==> src/rtl/wbm_pkg.sv <==
package wbm_pkg;

    localparam int MAX_N = 32;
    localparam int MAX_W = 2 * MAX_N;

    typedef logic [MAX_W-1:0] colmask_t;

    typedef struct packed {
        logic carry;
        logic sum;
    } cnt_res_t;

    // Height of the bit matrix after s reduction stages.
    function automatic int rows_after(int n, int s);
        int p;
        p = n;
        for (int i = 0; i < s; i++) begin
            p = 2 * (p / 3) + (p % 3);
        end
        return p;
    endfunction

    // Number of reduction stages needed to reach two rows.
    function automatic int stage_count(int n);
        int p;
        int k;
        p = n;
        k = 0;
        while (p > 2) begin
            p = 2 * (p / 3) + (p % 3);
            k++;
        end
        return k;
    endfunction

    // Columns that can hold a nonzero bit in row r after s stages.
    function automatic colmask_t row_mask(int n, int s, int r);
        logic [MAX_N-1:0][MAX_W-1:0] m;
        logic [MAX_N-1:0][MAX_W-1:0] nm;
        colmask_t t0, t1, t2;
        int p, np, g;
        m = '0;
        for (int i = 0; i < n; i++) begin
            m[i] = ((colmask_t'(1) << n) - colmask_t'(1)) << i;
        end
        p = n;
        for (int st = 0; st < s; st++) begin
            nm = '0;
            np = 0;
            g  = p / 3;
            for (int k = 0; k < g; k++) begin
                t0 = m[3*k];
                t1 = m[3*k+1];
                t2 = m[3*k+2];
                nm[np]   = t0 | t1 | t2;
                nm[np+1] = ((t0 & t1) | (t0 & t2) | (t1 & t2)) << 1;
                np = np + 2;
            end
            for (int k = 3 * g; k < p; k++) begin
                nm[np] = m[k];
                np = np + 1;
            end
            m = nm;
            p = np;
        end
        return m[r];
    endfunction

endpackage

==> src/rtl/wbm_csa32.sv <==
module wbm_csa32
    import wbm_pkg::*;
(
    input  logic     a_i,
    input  logic     b_i,
    input  logic     ci_i,
    output cnt_res_t res_o,
    output logic     act_o
);
    logic     cs;
    logic     ga, gb;
    cnt_res_t fa;
    cnt_res_t pass;

    assign cs = a_i | b_i;
    // operand isolation: adder sees zeros when idle
    assign ga = a_i & cs;
    assign gb = b_i & cs;

    assign fa.sum   = ga ^ gb ^ ci_i;
    assign fa.carry = (ga & gb) | (ci_i & (ga ^ gb));

    assign pass.sum   = ci_i;
    assign pass.carry = 1'b0;

    assign res_o = cs ? fa : pass;
    assign act_o = cs;
endmodule

==> src/rtl/wbm_cnt22.sv <==
module wbm_cnt22
    import wbm_pkg::*;
(
    input  logic     a_i,
    input  logic     b_i,
    output cnt_res_t res_o,
    output logic     act_o
);
    logic     cs;
    logic     gb;
    cnt_res_t ha;
    cnt_res_t pass;

    assign cs = a_i;
    assign gb = b_i & cs;

    assign ha.sum   = cs ^ gb;
    assign ha.carry = cs & gb;

    assign pass.sum   = b_i;
    assign pass.carry = 1'b0;

    assign res_o = cs ? ha : pass;
    assign act_o = cs;
endmodule

==> src/rtl/wbm_cpa.sv <==
module wbm_cpa #(
    parameter int W = 16
) (
    input  logic [W-1:0] x_i,
    input  logic [W-1:0] y_i,
    output logic [W-1:0] s_o
);
    assign s_o = x_i + y_i;
endmodule

==> src/rtl/wallace_bypass_mul.sv <==
module wallace_bypass_mul
    import wbm_pkg::*;
#(
    parameter  int N  = 8,
    localparam int W  = 2 * N,
    localparam int CW = $clog2(N * N + 1)
) (
    input  logic          clk,
    input  logic          rst,
    input  logic [N-1:0]  a_i,
    input  logic [N-1:0]  b_i,
    output logic [W-1:0]  prod_o,
    output logic [CW-1:0] act_cnt_o
);
    localparam int S  = stage_count(N);
    localparam int RM = N;
    localparam int GM = N / 3;

    logic [W-1:0]  mat [0:S][0:RM-1];
    logic [W-1:0]  act [0:S-1][0:GM-1];
    logic [W-1:0]  sum_w;
    logic [CW-1:0] cnt_w;

    // AND array
    for (genvar r = 0; r < N; r++) begin : g_pp
        assign mat[0][r] = W'({N{b_i[r]}} & a_i) << r;
    end

    for (genvar s = 0; s < S; s++) begin : g_stg
        localparam int P  = rows_after(N, s);
        localparam int G  = P / 3;
        localparam int NP = rows_after(N, s + 1);

        for (genvar g = 0; g < GM; g++) begin : g_grp
            if (g < G) begin : g_on
                localparam colmask_t M0 = row_mask(N, s, 3 * g);
                localparam colmask_t M1 = row_mask(N, s, 3 * g + 1);
                localparam colmask_t M2 = row_mask(N, s, 3 * g + 2);
                for (genvar c = 0; c < W; c++) begin : g_col
                    localparam int V  = int'(M0[c]) + int'(M1[c]) + int'(M2[c]);
                    localparam int IX = M0[c] ? 3 * g : 3 * g + 1;
                    localparam int IY = M2[c] ? 3 * g + 2 : 3 * g + 1;
                    if (c == W - 1) begin : g_top
                        // carries out of the top column are zero since A*B < 2^W
                        assign mat[s+1][2*g][c] = mat[s][3*g][c] ^ mat[s][3*g+1][c]
                                                ^ mat[s][3*g+2][c];
                        assign act[s][g][c] = 1'b0;
                    end else if (V == 3) begin : g_fa
                        cnt_res_t res;
                        wbm_csa32 u_csa (
                            .a_i  (mat[s][3*g][c]),
                            .b_i  (mat[s][3*g+1][c]),
                            .ci_i (mat[s][3*g+2][c]),
                            .res_o(res),
                            .act_o(act[s][g][c])
                        );
                        assign mat[s+1][2*g][c]     = res.sum;
                        assign mat[s+1][2*g+1][c+1] = res.carry;
                    end else if (V == 2) begin : g_ha
                        cnt_res_t res;
                        wbm_cnt22 u_cnt (
                            .a_i  (mat[s][IX][c]),
                            .b_i  (mat[s][IY][c]),
                            .res_o(res),
                            .act_o(act[s][g][c])
                        );
                        assign mat[s+1][2*g][c]     = res.sum;
                        assign mat[s+1][2*g+1][c+1] = res.carry;
                    end else begin : g_wire
                        assign mat[s+1][2*g][c]     = mat[s][3*g][c] | mat[s][3*g+1][c]
                                                    | mat[s][3*g+2][c];
                        assign mat[s+1][2*g+1][c+1] = 1'b0;
                        assign act[s][g][c]         = 1'b0;
                    end
                    if (c == 0) begin : g_c0
                        assign mat[s+1][2*g+1][0] = 1'b0;
                    end
                end
            end else begin : g_off
                assign act[s][g] = '0;
            end
        end

        // rows outside any three-row set move down unchanged
        for (genvar k = 0; k < RM; k++) begin : g_pass
            if (k >= 2 * G && k < NP) begin : g_fwd
                assign mat[s+1][k] = mat[s][k+G];
            end else if (k >= NP) begin : g_zero
                assign mat[s+1][k] = '0;
            end
        end
    end

    always_comb begin
        cnt_w = '0;
        for (int s = 0; s < S; s++) begin
            for (int g = 0; g < GM; g++) begin
                cnt_w = cnt_w + CW'($countones(act[s][g]));
            end
        end
    end

    wbm_cpa #(.W(W)) u_cpa (
        .x_i(mat[S][0]),
        .y_i(mat[S][1]),
        .s_o(sum_w)
    );

    always_ff @(posedge clk) begin
        if (rst) begin
            prod_o    <= '0;
            act_cnt_o <= '0;
        end else begin
            prod_o    <= sum_w;
            act_cnt_o <= cnt_w;
        end
    end
endmodule

==> config.mk <==
export PLATFORM = sky130hd
export DESIGN_NAME = wallace_bypass_mul
export DESIGN_NICKNAME = d
export VERILOG_FILES = /design/src/rtl/wbm_pkg.sv /design/src/rtl/wbm_csa32.sv /design/src/rtl/wbm_cnt22.sv /design/src/rtl/wbm_cpa.sv /design/src/rtl/wallace_bypass_mul.sv
export SDC_FILE = /design/constraint.sdc
export NUM_CORES = 1
export LEC_CHECK = 0
export BUFFER_PORTS_ARGS = -buffer_cell sky130_fd_sc_hd__buf_4
export CAP_MARGIN = 20
export CORE_ASPECT_RATIO = 1.25
export CORE_UTILIZATION = 35
export CTS_CLUSTER_SIZE = 25
export DETAILED_ROUTE_END_ITERATION = 12
export GPL_ROUTABILITY_DRIVEN = 1
export HOLD_SLACK_MARGIN = 0.1
export PLACE_DENSITY = 0.54
export REMOVE_ABC_BUFFERS = 1
export SYNTH_ARGS = -nofsm -noshare
export SYNTH_HDL_FRONTEND = slang
export SYNTH_SLANG_ARGS = --single-unit
==> constraint.sdc <==
create_clock -name clk -period 9.6 [get_ports clk]
set_input_delay 0.96 -clock clk [delete_from_list [all_inputs] [get_ports clk]]
set_output_delay 0.96 -clock clk [all_outputs]
set_load 0.02 [all_outputs]
Word level (Yosys, flattened, before mapping). Index checks and enable logic that the tools add are counted.

Bits of input ports: 18. Bits in registers: 23. Logic and storage cells: 498.

Add/subtract/negate cells: 53. Mux-type cells: 53. Bitwise gates (word level): 390.

Operators with widths (count): 1-bit AND (182); 2-bit two-way mux (53); 1-bit XOR (93); 1-bit bitwise OR (85); 7-bit adder (12); 8-bit AND (8); 1-bit by 1-bit adder with 2-bit output (24); 16-bit adder (1); 2-bit by 2-bit adder with 3-bit output (5); 7-bit by 1-bit adder with 7-bit output (2); 1-bit bitwise OR (both inputs constant) (9); 1-bit by 7-bit adder with 7-bit output (1); 7-bit by 5-bit adder with 7-bit output (1); 1-bit bitwise OR (second input constant) (7); 2-bit by 4-bit adder with 5-bit output (1); 4-bit by 1-bit adder with 5-bit output (1); 4-bit by 2-bit adder with 5-bit output (1); 2-bit by 3-bit adder with 4-bit output (1); 3-bit by 2-bit adder with 4-bit output (1); 3-bit by 3-bit adder with 4-bit output (1); 1-bit by 2-bit adder with 3-bit output (1); 1-bit XOR (both inputs constant) (3); 1-bit XOR (second input constant) (2); 1-bit bitwise OR (first input constant) (1).

Depth between registers and ports, before layout. Gate-level depths: netlist (run 1).

Depth in word-level cells: 26. Depth in mapped cells: 27.

Cells and area by module. A second synthesis (run 1) with hierarchy kept.

Cell total of the unflattened synthesis: 717. Area total of the unflattened synthesis: 5873.1 µm².

By module, submodules not included: wallace_bypass_mul (cells each 285, area each 2756.4 µm², instances 1, sequential area each 460.4 µm²); wbm_csa32 (cells each 8, area each 55.1 µm², instances 38, sequential area each 0.0 µm²); wbm_cpa (cells each 98, area each 724.4 µm², instances 1, sequential area each 0.0 µm²); wbm_cnt22 (cells each 2, area each 20.0 µm², instances 15, sequential area each 0.0 µm²).

Worst setup path before layout (run 1). OpenSTA, ideal clock, no wires.

Path type: input to register. From: input a_i[4]. To: register act_cnt_o[5]. Buffers on the path: 0. Data required time: 9.480 ns. Arrival time: 7.309 ns. Stages: 24. Setup slack: 2.172 ns. Path through: and2_1 > inv_1 > ha_1 > fa_1 > inv_1 > fa_1 > fa_1 > ha_1 > fa_1 > inv_1 > fa_1 > inv_1 > fa_1 > fa_1 > fa_1 > inv_1 > fa_1 > inv_1 > ha_1 > a21o_1 > a21oi_1 > nand2b_1 > nor4b_1 > a211o_1.

Word-level cells in the longest chain between the ends: 25. Elaborated cells between the ends (all ways): 223. Those cells by class: 43 x add/sub; 24 x mux; 156 x bitwise.

Ends and longest elaborated chain: from (decl) (RTL line wallace_bypass_mul.sv:10) `input logic [N-1:0] a_i,`; 8-bit AND (RTL line wallace_bypass_mul.sv:26) `assign mat[0][r] = W'({N{b_i[r]}} & a_i) << r;`; 1-bit bitwise OR (RTL line wbm_csa32.sv:15) `assign cs = a_i | b_i;`; 1-bit AND, on equally long branches (RTL line wbm_csa32.sv:17, wbm_csa32.sv:18); 1-bit XOR (RTL line wbm_csa32.sv:20, wbm_csa32.sv:21); 1-bit AND (RTL line wbm_csa32.sv:21) `assign fa.carry = (ga & gb) | (ci_i & (ga ^ gb));`; 1-bit bitwise OR (RTL line wbm_csa32.sv:21); 2-bit two-way mux (RTL line wbm_csa32.sv:26) `assign res_o = cs ? fa : pass;`; 1-bit bitwise OR (RTL line wbm_csa32.sv:15); [7 not listed]; 1-bit XOR (RTL line wbm_csa32.sv:20, wbm_csa32.sv:21); 1-bit AND (RTL line wbm_csa32.sv:21); 1-bit bitwise OR (RTL line wbm_csa32.sv:21); 2-bit two-way mux (RTL line wbm_csa32.sv:26); 1-bit bitwise OR (RTL line wbm_csa32.sv:15); 1-bit by 1-bit adder with 2-bit output (implied by the code) (RTL line wallace_bypass_mul.sv:98) `cnt_w = cnt_w + CW'($countones(act[s][g]));`; 7-bit adder (implied by the code) (3 in a row) (RTL line wallace_bypass_mul.sv:98); 7-bit adder * (RTL line wallace_bypass_mul.sv:98); to (signal assigned) (RTL line wallace_bypass_mul.sv:115) `act_cnt_o <= cnt_w;`; to (decl) (RTL line wallace_bypass_mul.sv:13) `output logic [CW-1:0] act_cnt_o`.

Mark *: on every way between the ends. The rest lies on a longest branch, timed or not. A chain may end at the register's enable or synchronous reset.

Worst setup path after layout (run 1). Same ends and word-level chain as after synthesis.

==> results of run 1 <==
-- cell usage after synthesis (all sizes together) --
cell / n
inv: 205
ha: 96
fa: 84
nand2: 37
and2: 33
dfxtp: 23
nor2: 14
nor2b: 10
a21o: 7
nor3: 7
xor2: 5
a31oi: 4
a21oi: 3
nor4b: 3
o21ai: 3
xnor2: 3
a211oi: 2
and2b: 2
clkbuf: 2
mux2: 2
nand2b: 2
nor3b: 2
o21a: 2
a211o: 1
a311oi: 1
and3: 1
buf: 1
mux2i: 1
o211ai: 1
o311ai: 1
o31ai: 1
or3b: 1
or4bb: 1
-- critical path, delay by kind of cell --
family | cells | cell delay (ns)
buffers and inverters | 7 | 0.47
AO/OA/AOI/OAI | 3 | 0.63
AND/OR/NAND/NOR | 3 | 0.42
adder cells (fa/ha/maj) | 12 | 5.20
-- state kept, by name, summed over array words and instances (netlist names) --
name       count
act_cnt_o      7
prod_o        16
-- path summary, 6_finish.rpt --
kind                from                      end  cells past startpoint
setup / recovery  a_i[4]  act_cnt_o[5]$_SDFF_PP0_                     25
hold / removal    b_i[0]     prod_o[0]$_SDFF_PP0_                      3
-- metal layers --
metal	GRT usage (%)	vias up	part of all wire (%)
li1	-	1679	-
met3	1.25	14	2.4
met1	19.7	1712	44
met5	0	-	0
met2	26.2	57	50
met4	5.93	0	3.0
-- area by class of cell --
type                            instances  share of cell area [%]
Clock buffer                            4                    1.41
Inverter                              205                    13.7
Multi-Input combinational cell        330                    67.4
Sequential cell                        23                    8.22
Tap cell                              175                    3.91
Timing Repair Buffer                   40                    5.36
-- kinds of logic (layout without fill, tap and decap cells) --
group                      Yosys count  count (layout)  share of synthesized area, %
AOI/OAI and AO/OA                   26              26                          3.84
xor gates and xnor gates             8               8                          1.40
adders and majority gates          180             180                          57.5
buffers and inverters              208             249                          15.6
DFF                                 23              23                          9.18
muxes                                3               3                         0.649
and+or+nand+nor                    113             113                          11.9
-- per-stage QoR --
stage | area, um2 | hold slack [ns]
finish | 5600 | 0.969
detailed placement | 5520 | 1.24
global placement | 5520 | 1.24
global route | 5600 | 0.989
floorplan | 5000 | 1.03
CTS | 5600 | 0.960
==> key figures, run 1 <==
Floorplanning
  • Die width: 109 um
  • Starting density of the core: 36.1%
  • I/O pins: 41
  • Core area: 13,900 um2
  • Die Span Y: 136 um
  • Row Count: 48
  • Die ar.: 14,800 um2

Global routing
  • Gr usage total: 15.3%
  • Largest net degree at the start of global routing: 34
  • Total grt overflow: 0
  • First-pass GRT wire length: 17,200 um
  • Vias in the first global route: 3,666
  • Initial antenna violation count: 0

Cells and area
  • Filler cells: 1,416
  • Final #Nets: 801
  • Share of layout cells above drive strength 1: 7.64%
  • Fin cells: 777
  • Most common cell after layout, fill and taps aside: inv_1
  • ANT cells: 0
  • Reg area: 460 um2
  • Area of the multi-input gates: 3770 um2
  • Final Util: 40.4%
  • P&R area growth vs syn: 11.7%
  • Commonest cells after routing, fill and taps aside: 205 x inv_1, 96 x ha_1, 84 x fa_1

STA
  • Final setup viols: 0
  • Slew margin rel.: 73.4%
  • Post-route minimum period: 7.52 ns
  • Fin worst setup slack: 2.08 ns
  • Worst slew pin tran: 0.397 ns
  • Unrepaired setup endpoints after global routing: false
  • Final period util: 78.3%
  • Fmax: 133 MHz
  • Final max-slew violation count: 0
  • TNS Setup: 0 ns
  • Hold Fails Final Rpt: 0

Synth
  • Synth cell types: 34
  • Yosys reg bits: 23
  • Synth Instances: 561
  • Top cells by area, synth: fa_1 34%, ha_1 24%, inv_1 15%
  • Yosys top cell area share: 33.5%
  • Post-synthesis cell area: 5010 um2
  • Synth area leader: fa_1
  • Sequential fraction of the synthesis area: 9.18%
  • Synth warnings: 0
  • Synth Area per Inst: 8.94 um2

Worst setup path
  • Crit path required time: 9.76 ns
  • Largest stage delay, worst path: 0.58 ns
  • Crit path max fanout: 8
  • Worst path most repeated cell: fa_1
  • Kind of end point of the critical path: flop
  • Worst Setup Start Kind: primary input
  • Arr. time, crit path: 7.68 ns
  • Crit Path Class: primary input to flop
  • CP max stage cell: fa_1

Detailed routing
  • Drt wl/cell: 13.0 um
  • Via-to-Cell Ratio: 4.46
  • Initial DRC count: 74
  • First-pass DRT Iterations: 4
  • Vias: 3,462
  • Antenna Nets Post-Route: 0
  • Routed WL: 10,100 um
  • Drt drc: 0

Placed design
  • Cells after DPL: 773
  • Dpl ws: 1.77 ns
  • IO Port Bufs: 40
  • Hpwl dp: 9270 um
  • Placer Congestion: 0.874

Clock tree
  • Cts hold-fix bufs: 0
  • Clock buffer depth: 2
  • CTS tree: built
  • CTS clk-pin slew, worst paths: 0.07 ns
  • Total CTS buffers: 3
  • CTS H-tree lvls: 1
  • Post-CTS sizing: 0
  • Post-CTS setup buffers: 0
  • CTS Root Cell: clkbuf_16
  • Clock sinks: 23

Run
  • Maxcap violations: 0

Worst hold path
  • Min-delay worst type: primary input to flop

Outcome
  • Status: finished, final reports clean
Power of run 1 is not shown: default switching activity piles up to over one toggle a cycle in this logic, so the estimate is an artifact.
==> run 2: changes to the inputs <==
--- a/config.mk
+++ b/config.mk
@@ -5,6 +5,7 @@
 export SDC_FILE = /design/constraint.sdc
 export NUM_CORES = 1
 export LEC_CHECK = 0
+export ABC_AREA = 1
 export BUFFER_PORTS_ARGS = -buffer_cell sky130_fd_sc_hd__buf_4
 export CAP_MARGIN = 20
 export CORE_ASPECT_RATIO = 1.25
@@ -13,7 +14,7 @@
 export DETAILED_ROUTE_END_ITERATION = 12
 export GPL_ROUTABILITY_DRIVEN = 1
 export HOLD_SLACK_MARGIN = 0.1
-export PLACE_DENSITY = 0.54
+export PLACE_DENSITY = 0.56
 export REMOVE_ABC_BUFFERS = 1
 export SYNTH_ARGS = -nofsm -noshare
 export SYNTH_HDL_FRONTEND = slang
==> constraint.sdc (replaced) <==
create_clock -name clk -period 6.2 [get_ports clk]
set_input_delay 0.62 -clock clk [delete_from_list [all_inputs] [get_ports clk]]
set_output_delay 0.62 -clock clk [all_outputs]
set_load 0.02 [all_outputs]
==> run 2 against run 1 <==
Compared with the run above:
- the flow now finishes with violations (DRC, setup timing)
- synthesized area grew 4.0%
- non-clock buffer count rose by 109
- global-route usage grew 1.5 points
- first-iteration DRC count grew 93%
- sequential cell count unchanged
- synthesized cell count up 20%
- die area up 3.9%
- setup slack got worse by 2.3 ns
- cell area grew 24%
- via count grew 20%
==> key figures, run 2 <==
Outcome
  • Status: finished, violations left (was finished, final reports clean)
  • Failing checks: DRC, setup timing

Floorplanning
  • Starting density of the core: 36.0% (was 36.1%)
  • Die Span Y: 138 um (was 136 um)
  • I/O pins: 41 (unchanged)
  • Die ar.: 15,400 um2 (was 14,800 um2)
  • Die width: 111 um (was 109 um)
  • Row Count: 49 (was 48)
  • Core area: 14,500 um2 (was 13,900 um2)

STA
  • Slew margin rel.: 69.4% (was 73.4%)
  • Fin worst setup slack: -0.239 ns (was 2.08 ns)
  • Final setup viols: 5 (was 0)
  • Worst slew pin tran: 0.459 ns (was 0.397 ns)
  • Final max-slew violation count: 0 (unchanged)
  • Fmax: 155 MHz
  • Final period util: 104%
  • Unrepaired setup endpoints after global routing: true (was false)
  • Post-route minimum period: 6.44 ns
  • Hold Fails Final Rpt: 0 (unchanged)

Placed design
  • Area after DPL: 6290 um2 (was 5520 um2)
  • IO Port Bufs: 40 (unchanged)
  • Hpwl dp: 10,300 um (was 9270 um)
  • Placer Congestion: 0.864 (was 0.874)

Worst setup path
  • Worst path bufs/invs: 6 (was 7)
  • Kind of end point of the critical path: flop (unchanged)
  • Worst path most repeated cell: fa_1 (unchanged)
  • Largest stage delay, worst path: 0.55 ns (was 0.58 ns)
  • Crit path max fanout: 7 (was 8)
  • Arr. time, crit path: 6.65 ns (was 7.68 ns)
  • Worst Setup Start Kind: primary input (unchanged)
  • CP max stage cell: fa_1 (unchanged)
  • CP delay by family, top: adder cells (unchanged)
  • Crit path required time: 6.41 ns (was 9.76 ns)
  • Crit Path Class: primary input to flop (unchanged)

Clock tree
  • CTS clk-pin slew, worst paths: 0.06 ns (was 0.07 ns)
  • Clock buffer depth: 2 (unchanged)
  • CTS tree: built (unchanged)
  • Total CTS buffers: 3 (unchanged)
  • CTS Root Cell: clkbuf_16 (unchanged)
  • Cts hold-fix bufs: 0 (unchanged)
  • CTS H-tree lvls: 1 (unchanged)
  • Clock sinks: 23 (unchanged)

Synth
  • Synth Area per Inst: 7.76 um2 (was 8.94 um2)
  • Synth area leader: fa_1 (unchanged)
  • Synth cell count leaders: 258 x inv_1, 112 x nand2_1, 96 x ha_1 (was 205 x inv_1, 96 x ha_1, 84 x fa_1)
  • Top cells by area, synth: fa_1 32%, ha_1 23%, inv_1 19% (was fa_1 34%, ha_1 24%, inv_1 15%)
  • Sequential fraction of the synthesis area: 8.83% (was 9.18%)
  • Synth cell types: 24 (was 34)
  • Yosys top cell area share: 32.3% (was 33.5%)
  • Synth Instances: 672 (was 561)
  • Post-synthesis cell area: 5210 um2 (was 5010 um2)
  • Most common cell in the netlist: inv_1 (unchanged)
  • Synth warnings: 0 (unchanged)
  • Post-synth EDFFs: 0 (unchanged)
  • Post-synth top flop: dfxtp_1 (unchanged)
  • Yosys reg bits: 23 (unchanged)
  • Synth async-reset ratio: 0% (unchanged)

Global routing
  • First-pass GRT wire length: 20,200 um (was 17,200 um)
  • Largest net degree at the start of global routing: 13 (was 34)
  • M1 GR Usage: 21.3% (was 19.7%)
  • Initial antenna violation count: 0 (unchanged)
  • Met3 Resource Use GR: 1.36% (was 1.25%)
  • Busiest layer in global routing: met2 (unchanged)
  • Total grt overflow: 0 (unchanged)
  • Vias in the first global route: 4,332 (was 3,666)
  • Gr usage total: 16.7% (was 15.3%)
  • Met2 Use GR: 29.5% (was 26.2%)

Cells and area
  • Filler cells: 1,435 (was 1,416)
  • ANT cells: 0 (unchanged)
  • Fin area: 6940 um2 (was 5600 um2)
  • Largest Register: prod_o (unchanged)
  • Max FFs per register: 16 (unchanged)
  • Final #Nets: 1,006 (was 801)
  • Most common cell after layout, fill and taps aside: inv_1 (unchanged)
  • Share of layout cells above drive strength 1: 27.8% (was 7.64%)
  • Top flop regs: prod_o (16), act_cnt_o (7) (unchanged)
  • P&R area growth vs syn: 33.0% (was 11.7%)
  • Commonest cells after routing, fill and taps aside: 247 x inv_1, 136 x buf_4, 96 x nand2_1 (was 205 x inv_1, 96 x ha_1, 84 x fa_1)

Detailed routing
  • Via-to-Cell Ratio: 4.23 (was 4.46)
  • Initial DRC count: 143 (was 74)
  • Drt wl/cell: 12.2 um (was 13.0 um)
  • Vias: 4,170 (was 3,462)
  • Routed WL: 12,100 um (was 10,100 um)
  • First-pass DRT Iterations: 11 (was 4)
  • Drt drc: 8 (was 0)
  • Antenna Nets Post-Route: 0 (unchanged)

Run
  • Maxcap violations: 0 (unchanged)

Worst hold path
  • Min-delay worst type: primary input to flop (unchanged)
[run 2: cell types whose count changed after synthesis, sizes merged, moves of 6 or more]
cell	delta
nand3	+15
nand2	+78
nor3	-7
nor2	+18
a21o	-6
clkbuf	+14
and2	-33
inv	+54
a21oi	+15
nor2b	-10
[run 2: cell type report]
type / count / area, um2 / area share [%]
multi-input combinational: 371 / 3980 / 57.3
inverter: 260 / 976 / 14.1
tap: 178 / 223 / 3.21
sequential: 23 / 460 / 6.64
clock buffer: 4 / 78.8 / 1.14
timing repair buffer: 149 / 1220 / 17.6
[run 2: metal layers]
layer | routed length (um) | vias up
met3 | 367 | 18
li1 | - | 2114
met1 | 5180 | 1967
met2 | 6220 | 71
met4 | 303 | 0
met5 | 0 | -
[run 2: per-stage QoR]
step / worst slack [ns] / setup TNS, ns / cells / util [%] / hold WS, ns
finish: -0.239 / -0.867 / 985 / 47.9 / 0.607
global route: -0.462 / -2.03 / 985 / 47.9 / 0.615
CTS: -0.237 / -1.15 / 987 / 47.4 / 0.588
detailed placement: -0.907 / -4.62 / 955 / 43.5 / 0.904
global placement: -0.855 / -4.37 / 955 / 43.5 / 0.904
floorplan: -0.496 / -1.99 / 654 / - / 0.687
[run 2: cell families after synthesis]
family,count (synthesis),synth area share [%]
and+or+nand+nor,164,12.7
DFF,23,8.83
AOI/OAI and AO/OA,25,2.69
xor gates and xnor gates,2,0.336
buffers and inverters,278,20.1
adders and majority gates,180,55.3
[run 2: final timing paths]
check               from                 endpoint  depth (start not counted)
setup / recovery  a_i[4]  act_cnt_o[6]$_SDFF_PP0_                         25
hold / removal    b_i[0]     prod_o[0]$_SDFF_PP0_                          3
[run 2: repair_timing]
| item | in CTS | in global routing |
|---|---|---|
| setup buffers | 28 | 2 |
| pin swaps | 40 | 12 |
| endpoints found under the setup margin | 6 | 12 |
| resized for setup | 73 | 27 |
Power of run 2 is left out for the same reason.
